### config.mk
export PLATFORM = sky130hd
export DESIGN_NAME = irq_entry_seq
export DESIGN_NICKNAME = d
export VERILOG_FILES = /design/src/rtl/ies_pkg.sv /design/src/rtl/ies_arbiter.sv /design/src/rtl/ies_frame.sv /design/src/rtl/irq_entry_seq.sv
export SDC_FILE = /design/constraint.sdc
export NUM_CORES = 1
export LEC_CHECK = 0
export BUFFER_PORTS_ARGS = -buffer_cell sky130_fd_sc_hd__buf_4
export CAP_MARGIN = 10
export CORE_UTILIZATION = 40
export DETAILED_ROUTE_END_ITERATION = 16
export GPL_TIMING_DRIVEN = 0
export PLACE_DENSITY = 0.72
export SYNTH_ARGS = -nofsm -noshare
export SYNTH_HDL_FRONTEND = slang
export SYNTH_SLANG_ARGS = --single-unit
### constraint.sdc
create_clock -name clk -period 6.35 [get_ports clk]
set_input_delay 1.27 -clock clk [delete_from_list [all_inputs] [get_ports clk]]
set_output_delay 1.27 -clock clk [all_outputs]
set_load 0.02 [all_outputs]
### src/rtl/ies_pkg.sv
package ies_pkg;
  localparam int AW = 16;
  localparam int DW = 8;
  localparam int VEC_CYC = 2;
  localparam int FULL_BYTES = 12;
  localparam int FAST_BYTES = 3;
  localparam int CC_E = 7;
  localparam int CC_F = 6;
  localparam int CC_I = 4;

  typedef enum logic [1:0] {SRC_NONE, SRC_NMI, SRC_FAST, SRC_NORM} src_e;
  typedef enum logic [1:0] {ST_IDLE, ST_PUSH, ST_VEC} state_e;

  localparam logic [AW-1:0] TOP_ADDR = {AW{1'b1}};

  function automatic logic [AW-1:0] vec_of(input src_e s);
    case (s)
      SRC_NMI:  vec_of = TOP_ADDR - AW'(3);
      SRC_FAST: vec_of = TOP_ADDR - AW'(9);
      default:  vec_of = TOP_ADDR - AW'(7);
    endcase
  endfunction
endpackage

### src/rtl/ies_arbiter.sv
module ies_arbiter
  import ies_pkg::*;
(
  input  logic clk,
  input  logic rst_n,
  input  logic nmi,
  input  logic firq,
  input  logic irq,
  input  logic mask_f,
  input  logic mask_i,
  input  logic sample,
  input  logic clear_nmi,
  output src_e pick,
  output logic nmi_pend
);
  logic nmi_q;
  logic nmi_rise;

  assign nmi_rise = nmi && !nmi_q;

  always_ff @(posedge clk) begin
    if (!rst_n) begin
      nmi_q    <= 1'b0;
      nmi_pend <= 1'b0;
    end else begin
      nmi_q <= nmi;
      if (nmi_rise)       nmi_pend <= 1'b1;
      else if (clear_nmi) nmi_pend <= 1'b0;
    end
  end

  always_comb begin
    pick = SRC_NONE;
    if (sample) begin
      if (nmi_pend)             pick = SRC_NMI;
      else if (firq && !mask_f) pick = SRC_FAST;
      else if (irq && !mask_i)  pick = SRC_NORM;
    end
  end
endmodule

### src/rtl/ies_frame.sv
module ies_frame
  import ies_pkg::*;
#(
  parameter int SW = 5
)(
  input  logic [AW-1:0] pc,
  input  logic [AW-1:0] u,
  input  logic [AW-1:0] y,
  input  logic [AW-1:0] x,
  input  logic [DW-1:0] dp,
  input  logic [DW-1:0] b,
  input  logic [DW-1:0] a,
  input  logic [DW-1:0] ccp,
  input  logic          full,
  input  logic [SW-1:0] step,
  output logic [DW-1:0] byte_out
);
  localparam int IW = $clog2(FULL_BYTES);
  logic [FULL_BYTES*DW-1:0] img;
  logic [DW-1:0] bytes [FULL_BYTES];
  logic [IW-1:0] idx;

  assign img = {ccp, a, b, dp, x, y, u, pc};

  for (genvar g = 0; g < FULL_BYTES; g++) begin : g_split
    assign bytes[g] = img[g*DW +: DW];
  end

  always_comb begin
    if (!full && step == SW'(FAST_BYTES-1)) idx = IW'(FULL_BYTES-1);
    else if (step < SW'(FULL_BYTES))        idx = step[IW-1:0];
    else                                    idx = '0;
    byte_out = bytes[idx];
  end
endmodule

### src/rtl/irq_entry_seq.sv
module irq_entry_seq
  import ies_pkg::*;
#(
  parameter int FULL_CYC = 19,
  parameter int FAST_CYC = 10
)(
  input  logic          clk,
  input  logic          rst_n,
  input  logic          boundary,
  input  logic          nmi,
  input  logic          firq,
  input  logic          irq,
  input  logic [7:0]    cc_in,
  input  logic          stacked,
  input  logic [15:0]   sp_in,
  input  logic [15:0]   pc_in,
  input  logic [15:0]   u_in,
  input  logic [15:0]   y_in,
  input  logic [15:0]   x_in,
  input  logic [7:0]    dp_in,
  input  logic [7:0]    b_in,
  input  logic [7:0]    a_in,
  output logic          busy,
  output logic          mem_we,
  output logic          mem_re,
  output logic [15:0]   mem_addr,
  output logic [7:0]    mem_wdata,
  input  logic [7:0]    mem_rdata,
  output logic          bus_status,
  output logic          done,
  output logic [15:0]   pc_out,
  output logic [7:0]    cc_out,
  output logic [15:0]   sp_out,
  output logic          wait_clr,
  output logic          nmi_pending
);
  localparam int SW        = $clog2(FULL_CYC + 1);
  localparam int FULL_PUSH = FULL_CYC - VEC_CYC;
  localparam int FAST_PUSH = FAST_CYC - VEC_CYC;

  state_e          state;
  logic [SW-1:0]   step;
  src_e            src_r;
  src_e            pick;
  logic            stk_r;
  logic [AW-1:0]   pc_r, u_r, y_r, x_r, sp_r, vec_r;
  logic [DW-1:0]   dp_r, b_r, a_r, ccp_r, ccn_r, hi_r;
  logic            full_r;
  logic            sample, accept;
  logic [SW-1:0]   push_last, nbytes;
  logic [AW-1:0]   sp_dec;
  logic [DW-1:0]   frame_byte;
  logic [DW-1:0]   ccp_next, ccn_base, ccn_next;

  assign sample = boundary && (state == ST_IDLE);
  assign accept = sample && (pick != SRC_NONE);
  assign full_r = (src_r != SRC_FAST);

  ies_arbiter u_arb (
    .clk       (clk),
    .rst_n     (rst_n),
    .nmi       (nmi),
    .firq      (firq),
    .irq       (irq),
    .mask_f    (cc_in[CC_F]),
    .mask_i    (cc_in[CC_I]),
    .sample    (sample),
    .clear_nmi (accept && pick == SRC_NMI),
    .pick      (pick),
    .nmi_pend  (nmi_pending)
  );

  ies_frame #(.SW(SW)) u_frame (
    .pc       (pc_r),
    .u        (u_r),
    .y        (y_r),
    .x        (x_r),
    .dp       (dp_r),
    .b        (b_r),
    .a        (a_r),
    .ccp      (ccp_r),
    .full     (full_r),
    .step     (step),
    .byte_out (frame_byte)
  );

  // CC image that is pushed, and CC after the mask update
  always_comb begin
    ccp_next = cc_in;
    ccp_next[CC_E] = (pick != SRC_FAST);
    ccn_base = stacked ? cc_in : ccp_next;
    ccn_next = ccn_base;
    ccn_next[CC_I] = 1'b1;
    if (pick != SRC_NORM) ccn_next[CC_F] = 1'b1;
  end

  assign push_last = full_r ? SW'(FULL_PUSH - 1) : SW'(FAST_PUSH - 1);
  assign nbytes    = full_r ? SW'(FULL_BYTES) : SW'(FAST_BYTES);
  assign sp_dec    = stk_r ? sp_r : (sp_r - AW'(nbytes));

  always_ff @(posedge clk) begin
    if (!rst_n) begin
      state    <= ST_IDLE;
      step     <= '0;
      src_r    <= SRC_NONE;
      stk_r    <= 1'b0;
      pc_r     <= '0;
      u_r      <= '0;
      y_r      <= '0;
      x_r      <= '0;
      sp_r     <= '0;
      vec_r    <= '0;
      dp_r     <= '0;
      b_r      <= '0;
      a_r      <= '0;
      ccp_r    <= '0;
      ccn_r    <= '0;
      hi_r     <= '0;
      done     <= 1'b0;
      wait_clr <= 1'b0;
      pc_out   <= '0;
      cc_out   <= '0;
      sp_out   <= '0;
    end else begin
      done     <= 1'b0;
      wait_clr <= 1'b0;
      case (state)
        ST_IDLE: begin
          if (accept) begin
            src_r <= pick;
            stk_r <= stacked;
            pc_r  <= pc_in;
            u_r   <= u_in;
            y_r   <= y_in;
            x_r   <= x_in;
            sp_r  <= sp_in;
            dp_r  <= dp_in;
            b_r   <= b_in;
            a_r   <= a_in;
            ccp_r <= ccp_next;
            ccn_r <= ccn_next;
            vec_r <= vec_of(pick);
            step  <= '0;
            state <= stacked ? ST_VEC : ST_PUSH;
          end
        end
        ST_PUSH: begin
          if (step == push_last) begin
            step  <= '0;
            state <= ST_VEC;
          end else begin
            step <= step + SW'(1);
          end
        end
        ST_VEC: begin
          if (step == '0) begin
            hi_r <= mem_rdata;
            step <= SW'(1);
          end else begin
            pc_out   <= {hi_r, mem_rdata};
            cc_out   <= ccn_r;
            sp_out   <= sp_dec;
            done     <= 1'b1;
            wait_clr <= 1'b1;
            step     <= '0;
            state    <= ST_IDLE;
          end
        end
        default: state <= ST_IDLE;
      endcase
    end
  end

  always_comb begin
    busy       = (state != ST_IDLE);
    mem_we     = (state == ST_PUSH) && (step < nbytes);
    mem_re     = (state == ST_VEC);
    bus_status = (state == ST_VEC);
    mem_wdata  = mem_we ? frame_byte : '0;
    case (state)
      ST_PUSH: mem_addr = sp_r - AW'(step) - AW'(1);
      ST_VEC:  mem_addr = vec_r + AW'(step);
      default: mem_addr = '0;
    endcase
  end
endmodule

* Yosys cells after proc, flatten, opt, wreduce, memory -nomap -nowiden
Index checks and enable logic that the tools add are counted.
** Storage, ports and cells
- Register bits :: 197
- Bits of input ports :: 127
- Word-level logic and storage cells :: 97
** Cells by class
- Add/sub/neg operators :: 5
- $lt $le $gt $ge :: 3
- Equal/unequal tests :: 12
- Mux-type cells :: 29
- Bitwise logic cells :: 2
- Reduce and logical (&&, ||, !) cells :: 24
** Operator list (number)
- binary-select mux 8 bit (select 4 bit) :: 1
- 2-to-1 mux 8 bit :: 4
- one-hot mux 16 bit (2 select lines) :: 1
- adder 16 x 5 -> 16 bit :: 1
- 2-to-1 mux 16 bit :: 1
- 2-to-1 mux 2 bit :: 8
- subtractor 16 x 1 -> 16 bit, second input constant :: 1
- subtractor 16 x 4 -> 16 bit :: 1
- subtractor 16 x 5 -> 16 bit :: 1
- 2-to-1 mux 5 bit :: 3
- one-hot mux 5 bit (3 select lines) :: 1
- 2-to-1 mux 4 bit :: 3
- inequality test 2 bit, second input constant :: 6
- AND reduction 2 bit :: 5
- logical AND 1 bit :: 8
- one-hot mux 4 bit (2 select lines) :: 1
- one-hot mux 2 bit (3 select lines) :: 1
- nonzero test 2 bit :: 3
- adder 5 x 1 -> 5 bit, second input constant :: 1
- == test 5 x 2 -> 1 bit, second input constant :: 1
- == test 5 bit :: 1
- greater-or-equal comparator 5 bit, second input constant :: 1
- logical NOT 5 bit :: 1
- < comparator 5 x 4 -> 1 bit :: 1
- other kinds (10) :: 19

* Depth between registers and ports, before layout
Gate-level depths: netlist of run 1.
- Depth after elaboration :: 11
- Mapped depth :: 11
- Mapped depth without buffers :: 10

* By module
A second synthesis of run 1 with hierarchy kept.
** Second synthesis, totals
- Cells, all modules :: 1102
- Area total of the unflattened synthesis :: 8705.8 um2
** By module, submodules not included
- irq_entry_seq :: times used 1, cells each 962, area each 7557.2 um2
- ies_frame :: times used 1, cells each 126, area each 1036.0 um2
- ies_arbiter :: times used 1, cells each 14, area each 112.6 um2

* Worst setup path after synthesis of run 1
OpenSTA, ideal clock, no wires.
- Path type :: reg2out
- Start :: reg src_r[0]
- End :: out mem_wdata[0]
- Arrival :: 2480 ps
- Data required time :: 5080 ps
- Setup slack :: 2600 ps
- Stages on the path, launching flop included :: 9
- Path through :: dfxtp_1 > nand2b_4 > ha_1 > a211o_1 > a21oi_1 > o21ai_1 > or4_4 > buf_6 > o32ai_1
** Between the ends
- Word-level cells in the longest chain between the ends :: 9
- Elaborated cells between the ends (all ways) :: 12
- Classes of those cells :: order compare (1); eq/ne (1); mux (6); bitwise (1); reduce/logical (3)
** RTL lines
- start: declaration :: RTL line irq_entry_seq.sv:43 : src_e src_r;
- start signal: assignment :: RTL line irq_entry_seq.sv:130 : src_r <= pick;
- inequality test 2 bit * :: RTL line irq_entry_seq.sv:57 : assign full_r = (src_r != SRC_FAST);
- logical NOT 1 bit :: RTL line ies_frame.sv:30 : if (!full && step == SW'(FAST_BYTES-1)) idx = IW'(FULL_BYTES-1);
- logical AND 1 bit :: RTL line ies_frame.sv:30
- 2-to-1 mux 4 bit :: RTL line ies_frame.sv:30
- inverter 4 -> 5 bit (not written as such) :: RTL line ies_frame.sv:33 : byte_out = bytes[idx];
- binary-select mux 8 bit (select 4 bit) :: RTL line ies_frame.sv:33
- 2-to-1 mux 8 bit (not written as such) (2 in series) :: RTL line ies_frame.sv:33
- 2-to-1 mux 8 bit * :: RTL line irq_entry_seq.sv:179 : mem_wdata = mem_we ? frame_byte : '0;
- end: declaration :: RTL line irq_entry_seq.sv:27 : output logic [7:0] mem_wdata,
Mark *: on every way between the ends. The rest lies on a longest branch, timed or not. The select of a mux whose other input is x is not followed.

* Worst setup path after layout of run 1
- Start :: reg step[1]
- End :: out mem_addr[15]
** Between the ends
- Word-level cells in the longest chain between the ends :: 3
- Elaborated cells between the ends (all ways) :: 4
- Classes of those cells :: add/sub (3); mux (1)
** RTL lines
- start: declaration :: RTL line irq_entry_seq.sv:42 : logic [SW-1:0] step;
- start signal: assignment :: RTL line irq_entry_seq.sv:152 : step <= step + SW'(1);
- subtractor 16 x 5 -> 16 bit :: RTL line irq_entry_seq.sv:181 : ST_PUSH: mem_addr = sp_r - AW'(step) - AW'(1);
- subtractor 16 x 1 -> 16 bit :: RTL line irq_entry_seq.sv:181
- one-hot mux 16 bit (2 select lines) * :: RTL line irq_entry_seq.sv:180 : case (state)
- end: declaration :: RTL line irq_entry_seq.sv:26 : output logic [15:0] mem_addr,
Mark *: on every way between the ends. The rest lies on a longest branch, timed or not.

==> out/qor.csv, run 1 <==
stage,metric,value,unit
outcome,outcome,completed,
synthesis,synth_seq_cells,178,
place,placement.io_buffers,197,
sta,relSlewSlack,35.0,%
drt,drt_iter0_drc,615,
cts,hold_buffers,0,
power_and_ir_drop,peakVddDrop,0.203,mV
power_and_ir_drop,p_leak,4.47,nW
setup_path,critPathMaxFanout,9,
setup_path,crit_family,compound AO/OA/AOI/OAI gates,
synthesis,synth_ff_type,dfxtp_1,
setup_path,cp_slowest_cell,a211oi_1,
cts,clk_latency,0.44,ns
setup_path,end_kind,output port,
global_routing,grt_pass1_wl,41.4,mm
synthesis,synth_cell_types,61,
cts,cts_htree_levels,4,
cells_and_area,drive_gt1_share,20.0,%
cts,postCtsSetupBuffers,0,
drt,routed_wl,26.6,mm
floorplanning,rows,52,
setup_path,path_cells,inv_1 -> ha_1 -> a21o_1 -> a21o_1 -> a211oi_1 -> o21ai_0 -> xor2_1 -> o21ai_0 -> buf_4,
synthesis,synth_edf_count,0,
cells_and_area,fin_nets,1477,
sta,worst_pin_slew,0.967,ns
synthesis,postSynthNetCount,1261,
synthesis,yosys-top-cells-area,"dfxtp_1 42%, nand2_1 16%, a21oi_1 9.6%",
cts,cts_max_path_buffers,2,
drt,vias_per_cell,5.22,
sta,finalCritPeriodShare,72.9,%
cts,cts_root_buffer,clkbuf_16,
sta,finalHoldViolations,0,
power_and_ir_drop,p_per_area,310,nW/um^2
synthesis,syn_area,8510,sq um
setup_path,critPathLaunch,step[1]$_SDFFE_PN0P_,
synthesis,synth-seq-area-share,41.9,%
floorplanning,core_area,20600,sq um
drt,wl_per_cell,16.6,um
setup_path,r2r_cells,10,
setup_path,crit-reg2reg-launch,state[1]$_SDFFE_PN0P_,
global_routing,grt_usage,24.5,%
floorplanning,die_x,148,um
synthesis,yosys.area.top_type,dfxtp_1,
setup_path,critPathCapture,mem_addr[15],
sta,grt_setup_unrepaired,false,
sta,setup-tns-final,0,ns
worst_hold_path,hold_class,reg2reg,
global_routing,overflow,0,
cts,cts_buffers,17,
floorplanning,fp.dieH,148,um
sta,fmax,216,MHz
cells_and_area,n_antenna_cell,0,
cts,path_clk_slew,0.07,ns
setup_path,crit_cells,9,
setup_path,r2r-end,u_r[3]$_SDFFE_PN0P_,
synthesis,yosys_warnings,0,
synthesis,yosysTopAreaCellShare,41.9,%
job,maxCapViolCount,0,
cts,cts.sinks,178,
floorplanning,io_pins,198,
cells_and_area,mostFrequentLayoutCells,"359 x nand2_1, 200 x buf_4, 178 x dfxtp_1",
drt,antenna_left,0,
setup_path,arrival,3.36,ns
cells_and_area,final_common_cell,nand2_1,
drt,drc_errors,0,
cells_and_area,areaGrowthSynthToFinish,28.6,%
place,place_hpwl,20.2,mm
sta,setup-violations-final,0,
sta,skew,0.0106,ns
sta,drv_slew,0,
drt,drt_first_pass_iters,5,
sta,finalCriticalPeriod,4.63,ns
setup_path,start_kind,flip-flop,
setup_path,worst_ep_required_time,5.08,ns
floorplanning,die-area,21900,sq um
cts,cts_resized,0,
synthesis,syn_area_per_cell,7.71,sq um
cells_and_area,final_core_util,53.2,%
place,gp_congestion,0.909,
setup_path,cp_slowest_stage_delay,0.66,ns
setup_path,cp_num_buf_inv,2,
global_routing,grt_pass1_vias,7872,
global_routing,grt_max_degree,17,
setup_path,regToRegSetupSlack,2.93,ns
synthesis,syn_inst,1104,
global_routing,antenna_found_initial,0,
floorplanning,initial_utilization,41.4,%
sta,hold_ws,0.454,ns
synthesis,synth-async-reset-ratio,0,%
drt,via_count,8365,
setup_path,crit_type,reg2out,
cts,cts_tree,built,
[how the worst min path moves through the flow]
stage | from | endpoint | slack [ns] | cells past startpoint
global placement | hi_r[7]$_SDFFE_PN0P_ | pc_out[15]$_SDFFE_PN0P_ | 0.44 | 2
detailed placement | x_r[9]$_SDFFE_PN0P_ | x_r[9]$_SDFFE_PN0P_ | 0.45 | 2
global route | pc_r[12]$_SDFFE_PN0P_ | pc_r[12]$_SDFFE_PN0P_ | 0.47 | 2
finish | hi_r[2]$_SDFFE_PN0P_ | pc_out[10]$_SDFFE_PN0P_ | 0.45 | 2
CTS | x_r[9]$_SDFFE_PN0P_ | x_r[9]$_SDFFE_PN0P_ | 0.45 | 2
floorplan | ccp_r[4]$_SDFFE_PN0P_ | ccp_r[4]$_SDFFE_PN0P_ | 0.43 | 2
[sequential cells by signal, indices dropped and copies added (netlist names), 2 cells and up]
register / cells
x_r: 16
ccp_r: 7
vec_r: 3
ccn_r: 3
sp_r: 16
pc_r: 16
step: 5
pc_out: 16
hi_r: 8
y_r: 16
cc_out: 8
dp_r: 8
sp_out: 16
b_r: 8
src_r: 2
a_r: 8
state: 2
u_r: 16
[power breakdown]
| group | internal [mW] | switching, mW | total (mW) |
|---|---|---|---|
| clock network | 0.638 | 0.471 | 1.11 |
| logic | 0.382 | 0.590 | 0.972 |
| registers | 1.23 | 0.0835 | 1.32 |
[logic make-up (layout without fill, tap and decap cells)]
group | after synthesis | after routing | synth area share [%]
flip-flops | 178 | 178 | 41.9
adder cells (fa/ha/maj) | 30 | 30 | 4.59
AO/OA/AOI/OAI | 275 | 275 | 19.3
multiplexers | 18 | 18 | 2.12
XOR/XNOR | 35 | 35 | 3.60
buffers and inverters | 97 | 326 | 5.53
AND/OR/NAND/NOR | 471 | 471 | 23.0
[layer usage]
metal  GRT usage [%]  part of all wire (%)  vias up
li1                -                     -     4152
met1            32.1                    43     3857
met2            41.0                    48      322
met3            3.80                   6.6       34
met4            8.25                   2.3        0
met5               0                     0        -
[final cells by class]
| type | count | area [sq um] |
|---|---|---|
| Buffer | 81 | 410 |
| Clock buffer | 19 | 443 |
| Clock inverter | 13 | 173 |
| Fill cell | 2075 | 9620 |
| Inverter | 16 | 60.1 |
| Multi-Input combinational cell | 829 | 4480 |
| Sequential cell | 178 | 3560 |
| Tap cell | 270 | 338 |
| Timing Repair Buffer | 197 | 1480 |
[worst min-delay path, delay by kind of cell (launching register included)]
| family | cells | cell delay, ns |
|---|---|---|
| AO/OA/AOI/OAI | 1 | 0.05 |
| AND/OR/NAND/NOR | 1 | 0.05 |
| flip-flops | 1 | 0.31 |
[cell usage after synthesis, drive strengths merged, types with 14 or more instances]
cell type	count
dfxtp	178
nor2	41
o21ai	27
mux2i	18
a21oi	164
buf	14
clkbuf	67
inv	16
nand3	24
xnor2	16
a211oi	22
xor2	19
ha	28
nand2	360
[per-stage QoR]
step           instance area [sq um]  setup slack, ns  cells  power, mW
2_1_floorplan                   8510             2.60   1104       1.97
3_3_place_gp                   10300             2.15   1571       2.28
3_5_place_dp                   10300             2.11   1571       2.30
4_1_cts                        10900             1.79   1603       3.41
5_1_grt                        10900             1.62   1603       3.58
6_report                       10900             1.72   1603       3.40
Note: power is estimated with default switching activity, not from simulation.
==> inputs of run 2 (changes only) <==
Clock period 6.35 ns to 4.3 ns, I/O delays scaled along.
==> run 2 against run 1 <==
- via count barely moved
- highest routed layer unchanged
- total power grew 48%
- first-iteration DRC count unchanged
==> out/qor.csv, run 2 (same netlist as run 1, synthesis figures left out) <==
stage,metric,value,unit
outcome,outcome,completed,
cells_and_area,final_core_util,53.2,%
setup_path,critPathMaxFanout,10,
global_routing,grt_pass1_vias,7872,
sta,relSlewSlack,35.1,%
sta,grt_setup_unrepaired,false,
place,gp_congestion,0.909,
setup_path,crit-reg2reg-launch,state[0]$_SDFFE_PN0P_,
cells_and_area,final_common_cell,nand2_1,
floorplanning,rows,52,
power_and_ir_drop,p_per_area,459,nW/um^2
cts,path_clk_slew,0.07,ns
drt,wl_per_cell,16.6,um
floorplanning,io_pins,198,
cts,cts_resized,0,
sta,hold_ws,0.455,ns
global_routing,grt_usage,24.5,%
place,place_hpwl,20.2,mm
drt,drt_first_pass_iters,5,
cts,cts_root_buffer,clkbuf_16,
global_routing,antenna_found_initial,0,
worst_hold_path,holdPathStages,2,
worst_hold_path,hold_path_startpoint,hi_r[2]$_SDFFE_PN0P_,
cells_and_area,n_antenna_cell,0,
cts,hold_buffers,0,
cts,clk_latency,0.44,ns
cts,cts_buffers,17,
cts,cts_max_path_buffers,2,
cells_and_area,areaGrowthSynthToFinish,28.6,%
global_routing,overflow,0,
global_routing,grt_pass1_wl,41.4,mm
floorplanning,core_area,20600,sq um
drt,drc_errors,0,
cells_and_area,final_cells,1603,
power_and_ir_drop,p_leak,4.48,nW
setup_path,end_kind,output port,
drt,antenna_left,0,
setup_path,start_kind,flip-flop,
sta,finalHoldViolations,0,
setup_path,worst_ep_required_time,3.44,ns
drt,drt_iter0_drc,615,
floorplanning,fp.dieH,148,um
sta,fmax,237,MHz
power_and_ir_drop,total_power,5.02,mW
floorplanning,initial_utilization,41.4,%
sta,skew,0.00816,ns
sta,drv_slew,0,
cts,cts_tree,built,
cells_and_area,mostFrequentLayoutCells,"359 x nand2_1, 200 x buf_4, 178 x dfxtp_1",
setup_path,regToRegSetupSlack,0.87,ns
setup_path,cp_slowest_stage_delay,0.46,ns
sta,finalCriticalPeriod,4.23,ns
cts,cts.sinks,178,
floorplanning,die-area,21900,sq um
worst_hold_path,worstHoldEndpoint,pc_out[10]$_SDFFE_PN0P_,
sta,finalCritPeriodShare,98.3,%
place,placement.io_buffers,197,
cts,cts_htree_levels,4,
setup_path,r2r_cells,10,
setup_path,arrival,3.37,ns
cells_and_area,fin_nets,1477,
drt,vias_per_cell,5.22,
worst_hold_path,hold_class,reg2reg,
drt,via_count,8362,
place,placed_cells,1571,
setup_path,r2r-end,u_r[3]$_SDFFE_PN0P_,
drt,routed_wl,26.6,mm
cells_and_area,drive_gt1_share,20.1,%
sta,worst_pin_slew,0.965,ns
setup_path,path_cells,inv_1 -> ha_1 -> and4bb_1 -> a32oi_4 -> buf_6 -> mux2i_1 -> nand2_1 -> a32oi_1 -> o32ai_1 -> buf_4,
global_routing,grt_max_degree,17,
sta,setup-violations-final,0,
floorplanning,die_x,148,um
setup_path,crit_type,reg2out,
sta,setup-tns-final,0,ns
job,maxCapViolCount,0,
setup_path,cp_slowest_cell,a32oi_4,
power_and_ir_drop,peakVddDrop,0.301,mV
cts,postCtsSetupBuffers,0,
-- run 2: layout make-up --
class / instances / area (sq um)
Fill cell: 2073 / 9610
Sequential cell: 178 / 3560
Clock inverter: 13 / 173
Inverter: 16 / 60.1
Timing Repair Buffer: 197 / 1480
Tap cell: 270 / 338
Clock buffer: 19 / 443
Buffer: 81 / 410
Multi-Input combinational cell: 829 / 4480
-- run 2: power by group --
group          switching (mW)  internal, mW
sequential              0.124          1.82
clock                   0.697         0.943
combinational           0.871         0.566
total                    1.69          3.33
-- run 2: worst max-delay path, delay by kind of cell (launching register included) --
kind                     cells  cell delay [ns]
buffers and inverters        3             0.62
multiplexers                 1             0.25
adder cells (fa/ha/maj)      1             0.25
AND/OR/NAND/NOR              2             0.36
AO/OA/AOI/OAI                3             1.00
flip-flops                   1             0.45
-- run 2: routing by layer --
| metal | GRT usage (%) | part of all wire (%) | wire [um] |
|---|---|---|---|
| met5 | 0 | 0 | 0 |
| met4 | 8.25 | 2.2 | 597 |
| met3 | 3.80 | 6.0 | 1610 |
| met2 | 41.0 | 48 | 12700 |
| met1 | 32.1 | 44 | 11700 |
-- run 2: worst max path at each step --
stage	start	endpoint	slack [ns]	cells after the start
6_report	step[0]$_SDFFE_PN0P_	mem_wdata[3]	0.07	10
2_1_floorplan	src_r[0]$_SDFFE_PN0P_	mem_wdata[0]	0.96	8
4_1_cts	step[0]$_SDFFE_PN0P_	mem_wdata[3]	0.15	10
5_1_grt	step[0]$_SDFFE_PN0P_	mem_wdata[3]	0.03	10
3_5_place_dp	cc_in[6]	sp_r[1]$_SDFFE_PN0P_	0.47	11
3_3_place_gp	cc_in[6]	sp_r[3]$_SDFFE_PN0P_	0.51	11
-- run 2: per-stage QoR --
stage | setup WS (ns) | area [sq um]
global placement | 0.507 | 10300
CTS | 0.147 | 10900
floorplan | 0.960 | 8510
finish | 0.0717 | 10900
detailed placement | 0.466 | 10300
global route | 0.0281 | 10900
